--- src/rtl/lcd_ctrl_pkg.sv ---
package lcd_ctrl_pkg;

    localparam int CON_W         = 4;
    localparam int MODE_W        = 2;
    localparam int NUM_SIG       = 2;
    localparam int SIG_CL        = 0;
    localparam int SIG_FR        = 1;

    localparam int DISP_CON_LSB  = 0;
    localparam int DISP_MODE_LSB = 4;
    localparam int DISP_AREA_BIT = 6;
    localparam int OUT_FR_BIT    = 3;
    localparam int OUT_CL_BIT    = 4;

    typedef enum logic [MODE_W-1:0] {
        MODE_OFF    = 2'b00,
        MODE_NORMAL = 2'b01,
        MODE_DARK   = 2'b10,
        MODE_LIT    = 2'b11
    } lcd_mode_e;

    typedef enum logic [1:0] {
        DUTY_32   = 2'b00,
        DUTY_16   = 2'b01,
        DUTY_8    = 2'b10,
        DUTY_RSVD = 2'b11
    } duty_e;

    typedef struct packed {
        logic             area;
        lcd_mode_e        mode;
        logic [CON_W-1:0] contrast;
        logic             cl_en;
        logic             fr_en;
    } lcd_regs_t;

    localparam lcd_regs_t REGS_RESET = '{
        area: 1'b0, mode: MODE_OFF, contrast: '0, cl_en: 1'b0, fr_en: 1'b0
    };

endpackage

--- src/rtl/lcd_reg_file.sv ---
module lcd_reg_file
    import lcd_ctrl_pkg::*;
#(
    parameter int                ADDR_W    = 16,
    parameter int                DATA_W    = 8,
    parameter logic [ADDR_W-1:0] ADDR_OUT  = 16'hFF10,
    parameter logic [ADDR_W-1:0] ADDR_DISP = 16'hFF11
) (
    input  logic              clk,
    input  logic              rst_n,
    input  logic [ADDR_W-1:0] addr,
    input  logic [DATA_W-1:0] wdata,
    input  logic              wr,
    input  logic              sleep,
    output lcd_regs_t         regs,
    output logic [DATA_W-1:0] rdata
);

    lcd_regs_t regs_d, regs_q;

    logic hit_disp, hit_out;
    assign hit_disp = (addr == ADDR_DISP);
    assign hit_out  = (addr == ADDR_OUT);

    always_comb begin
        regs_d = regs_q;
        if (wr && hit_disp) begin
            regs_d.contrast = wdata[DISP_CON_LSB +: CON_W];
            regs_d.mode     = lcd_mode_e'(wdata[DISP_MODE_LSB +: MODE_W]);
            regs_d.area     = wdata[DISP_AREA_BIT];
        end
        if (wr && hit_out) begin
            regs_d.fr_en = wdata[OUT_FR_BIT];
            regs_d.cl_en = wdata[OUT_CL_BIT];
        end
        if (sleep) begin
            regs_d.mode = MODE_OFF;
        end
    end

    always_ff @(posedge clk or negedge rst_n) begin
        if (!rst_n) regs_q <= REGS_RESET;
        else        regs_q <= regs_d;
    end

    always_comb begin
        rdata = '0;
        if (hit_disp) begin
            rdata[DISP_CON_LSB +: CON_W]   = regs_q.contrast;
            rdata[DISP_MODE_LSB +: MODE_W] = regs_q.mode;
            rdata[DISP_AREA_BIT]           = regs_q.area;
        end else if (hit_out) begin
            rdata[OUT_FR_BIT] = regs_q.fr_en;
            rdata[OUT_CL_BIT] = regs_q.cl_en;
        end
    end

    assign regs = regs_q;

    AST_SLEEP_MODE_CLR: assert property (@(posedge clk) disable iff (!rst_n)
        sleep |=> (regs_q.mode == MODE_OFF));

    AST_MODE_WRITE: assert property (@(posedge clk) disable iff (!rst_n)
        (wr && hit_disp && !sleep) |=> (regs_q.mode == $past(wdata[DISP_MODE_LSB +: MODE_W])));

    AST_FOREIGN_WRITE: assert property (@(posedge clk) disable iff (!rst_n)
        (wr && !hit_disp && !hit_out && !sleep) |=> $stable(regs_q));

endmodule

--- src/rtl/lcd_sig_gate.sv ---
module lcd_sig_gate (
    input  logic clk,
    input  logic rst_n,
    input  logic raw,
    input  logic enable,
    output logic pin
);

    typedef struct packed {
        logic gate;
        logic pin;
    } gate_st_t;

    gate_st_t st_d, st_q;

    always_comb begin
        st_d     = st_q;
        st_d.pin = st_q.gate ? raw : 1'b1;
        if (raw) begin
            st_d.gate = enable;
        end
    end

    always_ff @(posedge clk or negedge rst_n) begin
        if (!rst_n) st_q <= '{gate: 1'b0, pin: 1'b1};
        else        st_q <= st_d;
    end

    assign pin = st_q.pin;

    AST_GATE_HOLD_LOW: assert property (@(posedge clk) disable iff (!rst_n)
        !raw |=> $stable(st_q.gate));

    AST_CLOSED_HIGH: assert property (@(posedge clk) disable iff (!rst_n)
        !st_q.gate |=> pin);

    AST_OPEN_FOLLOW: assert property (@(posedge clk) disable iff (!rst_n)
        st_q.gate |=> (pin == $past(raw)));

endmodule

--- src/rtl/lcd_out_map.sv ---
module lcd_out_map
    import lcd_ctrl_pkg::*;
(
    input  lcd_regs_t        regs,
    input  logic [1:0]       duty,
    input  logic             ext_supply,
    output logic             area_eff,
    output logic [CON_W-1:0] contrast_eff
);

    logic two_screen;

    always_comb begin
        unique case (duty_e'(duty))
            DUTY_16, DUTY_8: two_screen = 1'b1;
            default:         two_screen = 1'b0;
        endcase
        area_eff     = two_screen & regs.area;
        contrast_eff = ext_supply ? '0 : regs.contrast;
    end

endmodule

--- src/rtl/lcd_ctrl_regs.sv ---
module lcd_ctrl_regs
    import lcd_ctrl_pkg::*;
#(
    parameter int                ADDR_W    = 16,
    parameter int                DATA_W    = 8,
    parameter logic [ADDR_W-1:0] ADDR_OUT  = 16'hFF10,
    parameter logic [ADDR_W-1:0] ADDR_DISP = 16'hFF11
) (
    input  logic              clk,
    input  logic              rst_n,
    input  logic [ADDR_W-1:0] bus_addr,
    input  logic [DATA_W-1:0] bus_wdata,
    input  logic              bus_wr,
    output logic [DATA_W-1:0] bus_rdata,
    input  logic              sleep_req,
    input  logic [1:0]        duty_sel,
    input  logic              ext_supply,
    input  logic              cl_raw,
    input  logic              fr_raw,
    input  logic              cl_port_bit,
    input  logic              fr_port_bit,
    output logic              cl_pin,
    output logic              fr_pin,
    output logic [1:0]        disp_mode,
    output logic              area_sel,
    output logic [3:0]        contrast
);

    lcd_regs_t           regs;
    logic [NUM_SIG-1:0]  raw_v, en_v, pin_v, port_v, reg_en_v;

    lcd_reg_file #(
        .ADDR_W(ADDR_W), .DATA_W(DATA_W), .ADDR_OUT(ADDR_OUT), .ADDR_DISP(ADDR_DISP)
    ) u_regs (
        .clk(clk), .rst_n(rst_n), .addr(bus_addr), .wdata(bus_wdata),
        .wr(bus_wr), .sleep(sleep_req), .regs(regs), .rdata(bus_rdata)
    );

    assign raw_v[SIG_CL]    = cl_raw;
    assign raw_v[SIG_FR]    = fr_raw;
    assign port_v[SIG_CL]   = cl_port_bit;
    assign port_v[SIG_FR]   = fr_port_bit;
    assign reg_en_v[SIG_CL] = regs.cl_en;
    assign reg_en_v[SIG_FR] = regs.fr_en;

    for (genvar g = 0; g < NUM_SIG; g++) begin : g_gate
        assign en_v[g] = reg_en_v[g] & port_v[g] & ~sleep_req;
        lcd_sig_gate u_gate (
            .clk(clk), .rst_n(rst_n), .raw(raw_v[g]), .enable(en_v[g]), .pin(pin_v[g])
        );
    end

    assign cl_pin    = pin_v[SIG_CL];
    assign fr_pin    = pin_v[SIG_FR];
    assign disp_mode = regs.mode;

    lcd_out_map u_map (
        .regs(regs), .duty(duty_sel), .ext_supply(ext_supply),
        .area_eff(area_sel), .contrast_eff(contrast)
    );

    AST_AREA_ONE_SCREEN: assert property (@(posedge clk) disable iff (!rst_n)
        (duty_sel == DUTY_32 || duty_sel == DUTY_RSVD) |-> !area_sel);

    AST_EXT_CONTRAST: assert property (@(posedge clk) disable iff (!rst_n)
        ext_supply |-> (contrast == '0));

    AST_SLEEP_PIN_HOLD: assert property (@(posedge clk) disable iff (!rst_n)
        (sleep_req && cl_pin && cl_raw) |=> cl_pin);

endmodule

--- config.mk ---
export PLATFORM = sky130hd
export DESIGN_NAME = lcd_ctrl_regs
export DESIGN_NICKNAME = d
export VERILOG_FILES = /design/src/rtl/lcd_ctrl_pkg.sv /design/src/rtl/lcd_reg_file.sv /design/src/rtl/lcd_sig_gate.sv /design/src/rtl/lcd_out_map.sv /design/src/rtl/lcd_ctrl_regs.sv
export SDC_FILE = /design/constraint.sdc
export NUM_CORES = 1
export LEC_CHECK = 0
export BUFFER_PORTS_ARGS = -buffer_cell sky130_fd_sc_hd__buf_2
export CAP_MARGIN = 10
export CELL_PAD_IN_SITES_DETAIL_PLACEMENT = 0
export CELL_PAD_IN_SITES_GLOBAL_PLACEMENT = 1
export CORE_MARGIN = 4
export CORE_UTILIZATION = 30
export CTS_BUF_LIST = sky130_fd_sc_hd__clkbuf_4
export CTS_CLUSTER_SIZE = 14
export DETAILED_ROUTE_END_ITERATION = 16
export PLACE_DENSITY_LB_ADDON = 0.08
export SYNTH_ARGS = -nofsm -noshare
export SYNTH_HDL_FRONTEND = slang
export SYNTH_SLANG_ARGS = --single-unit
--- constraint.sdc ---
create_clock -name clk -period 1.2 [get_ports clk]
set_clock_uncertainty 0.1 [all_clocks]
set_input_delay 0.06 -clock clk [delete_from_list [all_inputs] [get_ports clk]]
set_output_delay 0.06 -clock clk [all_outputs]
set_load 0.02 [all_outputs]
==> out/summary.txt <==
CTS Sinks - 13
Worst VDD drop - 846 µV
RSZ-0062 raised after global routing - true
I/O pin cnt - 52
Root Buffer - clkbuf_4
Antenna Cells - 0
Post-Syn Nets - 96
Netlist Area Pre-Place - 733 µm²
WL final - 1960 µm
crit-path max FO - 5
# DRC - 0
crit-path cells - buf_6 -> nor4b_4 -> and4_4 -> buf_6 -> and2_4 -> buf_6
DR vias/cell - 4.53
Bufs and invs on worst path - 3
Die X - 57.4 µm
Cell Rows - 17
crit path capture type - primary output
Final min period - 1.22 ns
gr usage total - 12.8%
most used flip-flop cell after synthesis - dfrtp_1
Synth area leaders - dfrtp_1 (38%), mux2_4 (10%), dfstp_2 (7.2%)
Setup Viol. Count Final - 6
Die H - 57.4 µm
clk buf depth - 2
H-Tree Depth - 1
max-cap violation count - 0
status - finished with violations
CTS tree - built
Clock Latency Late Sink - 0.27 ns
total CTS buffers - 3
Distinct cells, synth - 26
ys async rst share - 100%
Final Instance Count excl. Fillers - 161
vias in the first global route - 726
Setup CP Type - input pin to primary output
achievable frequency - 817 MHz
fin crit share - 102%
DIE AREA - 0.00330 mm²
commonest cells in the netlist - dfrtp_1 (11), and2_1 (6), mux2_4 (5)
failing checks - setup timing
Port Buffers - 49
Final GP Congestion - 0.673
Yosys reg bits - 13
placed insts - 140
CP max stage delay - 0.29 ns
pin count of the biggest net entering global routing - 14
worst slack, placed - -0.296 ns
Hold/Removal Path Class - input pin to async pin
Core Region - 0.00228 mm²
initial DRC count - 5
Mean Syn Cell Area - 12.0 µm²
post-synthesis sequential area ratio - 44.7%
top-area cell type share of the netlist area - 37.5%
via count - 730
P per Cell Area - 662 mW/mm²
grt ovf - 0
final net count - 169
first-pass GRT wire length - 3280 µm
Ys Warns - 0
critical path arrival - 1.06 ns
worst setup margin - -0.0241 ns
cell accounting for the most synthesized area - dfrtp_1
hpwl dp - 1530 µm
antenna violations before repair - 0
DR WL/cell - 12.2 µm
Layout Area Growth over Synthesis - 79.9%
antenna-violating nets left - 0
Leak - 0.000697 µW
final hold vios - 0
clock-pin slew on the worst setup and hold paths - 0.08 ns
Max Slew Vio Count - 0
Cells after Synth - 61
share of layout cells above drive strength 1 - 63.2%
CP startpoint kind - input pin
Initial Utilization - 32.2%
first-pass iteration count of the detailed router - 4
most frequent cell after synthesis - dfrtp_1
most common cell type on the critical path - buf_6
Post-synth EDFFs - 0
TNS Setup - -0.101 ns
Slowest-stage cell, CP - and4_4
cell family with most CP delay - simple AND/OR/NAND/NOR gates
worst endpoint required time - 1.04 ns
==> metrics by stage <==
step | hold slack [ns] | power, µW | utilization, % | instance area (µm²)
final | 0.0941 | 873 | 57.9 | 1320
after global routing | 0.124 | 921 | 57.9 | 1320
after CTS | 0.102 | 883 | 56.7 | 1290
after detailed placement | -0.131 | 546 | 45.8 | 1040
after global placement | -0.134 | 543 | 45.8 | 1040
after floorplan | -0.336 | 466 | - | 751
==> per-layer routing <==
layer / track usage (%) / routed length, µm / share of wire (%)
met5: 0 / 0 / 0
met4: 2.98 / 29 / 1.5
met3: 5.43 / 160 / 8.2
met2: 23.4 / 1050 / 54
met1: 13.6 / 717 / 37
==> area by class of cell <==
cell class / count / area (µm²)
Tap cell: 28 / 35.0
Fill cell: 199 / 957
Multi-Input combinational cell: 44 / 410
Timing Repair Buffer: 72 / 515
Clock buffer: 4 / 30.0
Sequential cell: 13 / 328
==> worst paths after layout <==
check / slack [ns] / to / cells after the start / start
setup / recovery: -0.02 / bus_rdata[5] / 6 / bus_addr[2]
hold / removal: 0.09 / u_regs.regs[7] / 2 / rst_n
setup reg to reg: 0.20 / u_regs.regs[2] / 2 / u_regs.regs[2]
hold reg to reg: 0.30 / g_gate[0].u_gate.pin / 1 / g_gate[0].u_gate.st_q[1]
max in group asynchronous: 0.62 / g_gate[0].u_gate.pin / 2 / rst_n
min in group clk: 0.11 / u_regs.regs[6] / 4 / bus_wr
==> kinds of logic (layout without fill, tap and decap cells) <==
| logic type | after synthesis | in the layout | synth area share, % |
|---|---|---|---|
| mux | 9 | 9 | 16.0 |
| other cells | 1 | 1 | 0.511 |
| buf+inv | 4 | 76 | 4.61 |
| xor+xnor | 1 | 1 | 1.19 |
| flops | 13 | 13 | 44.7 |
| simple gates | 29 | 29 | 28.8 |
| compound gates | 4 | 4 | 4.10 |
==> repair_timing <==
action,in CTS,in global routing
setup buffers,1,2
hold buffers,14,0
gates cloned,0,0
resized for setup,23,4
setup endpoints to repair,8,15
endpoints found under the hold margin,26,0
pin swaps,5,3
==> power by group <==
part           switching [µW]  internal, µW
Combinational            49.8          87.8
Clock                     145           152
Sequential             0.0658           438
==> state kept, by name, indices dropped and copies added (netlist names) <==
name and flops:
u_regs.regs 9, g_gate.u_gate.pin 2, g_gate.u_gate.st_q 2
==> cell usage in the layout (no fill, tap or decap), types with 2 or more instances in the layout <==
cell            n
nor2b_1         4
and2_4          5
buf_4           9
dlygate4sd3_1  14
buf_6          10
dfrtp_1        11
mux2i_1         2
nand3_1         2
nand2b_1        2
mux2_4          6
clkbuf_4        4
a21bo_2         2
nand2_1         2
dfstp_2         2
buf_2          39
nand4b_1        2
a21oi_1         2
No activity file was read; power rests on OpenSTA's default activity.
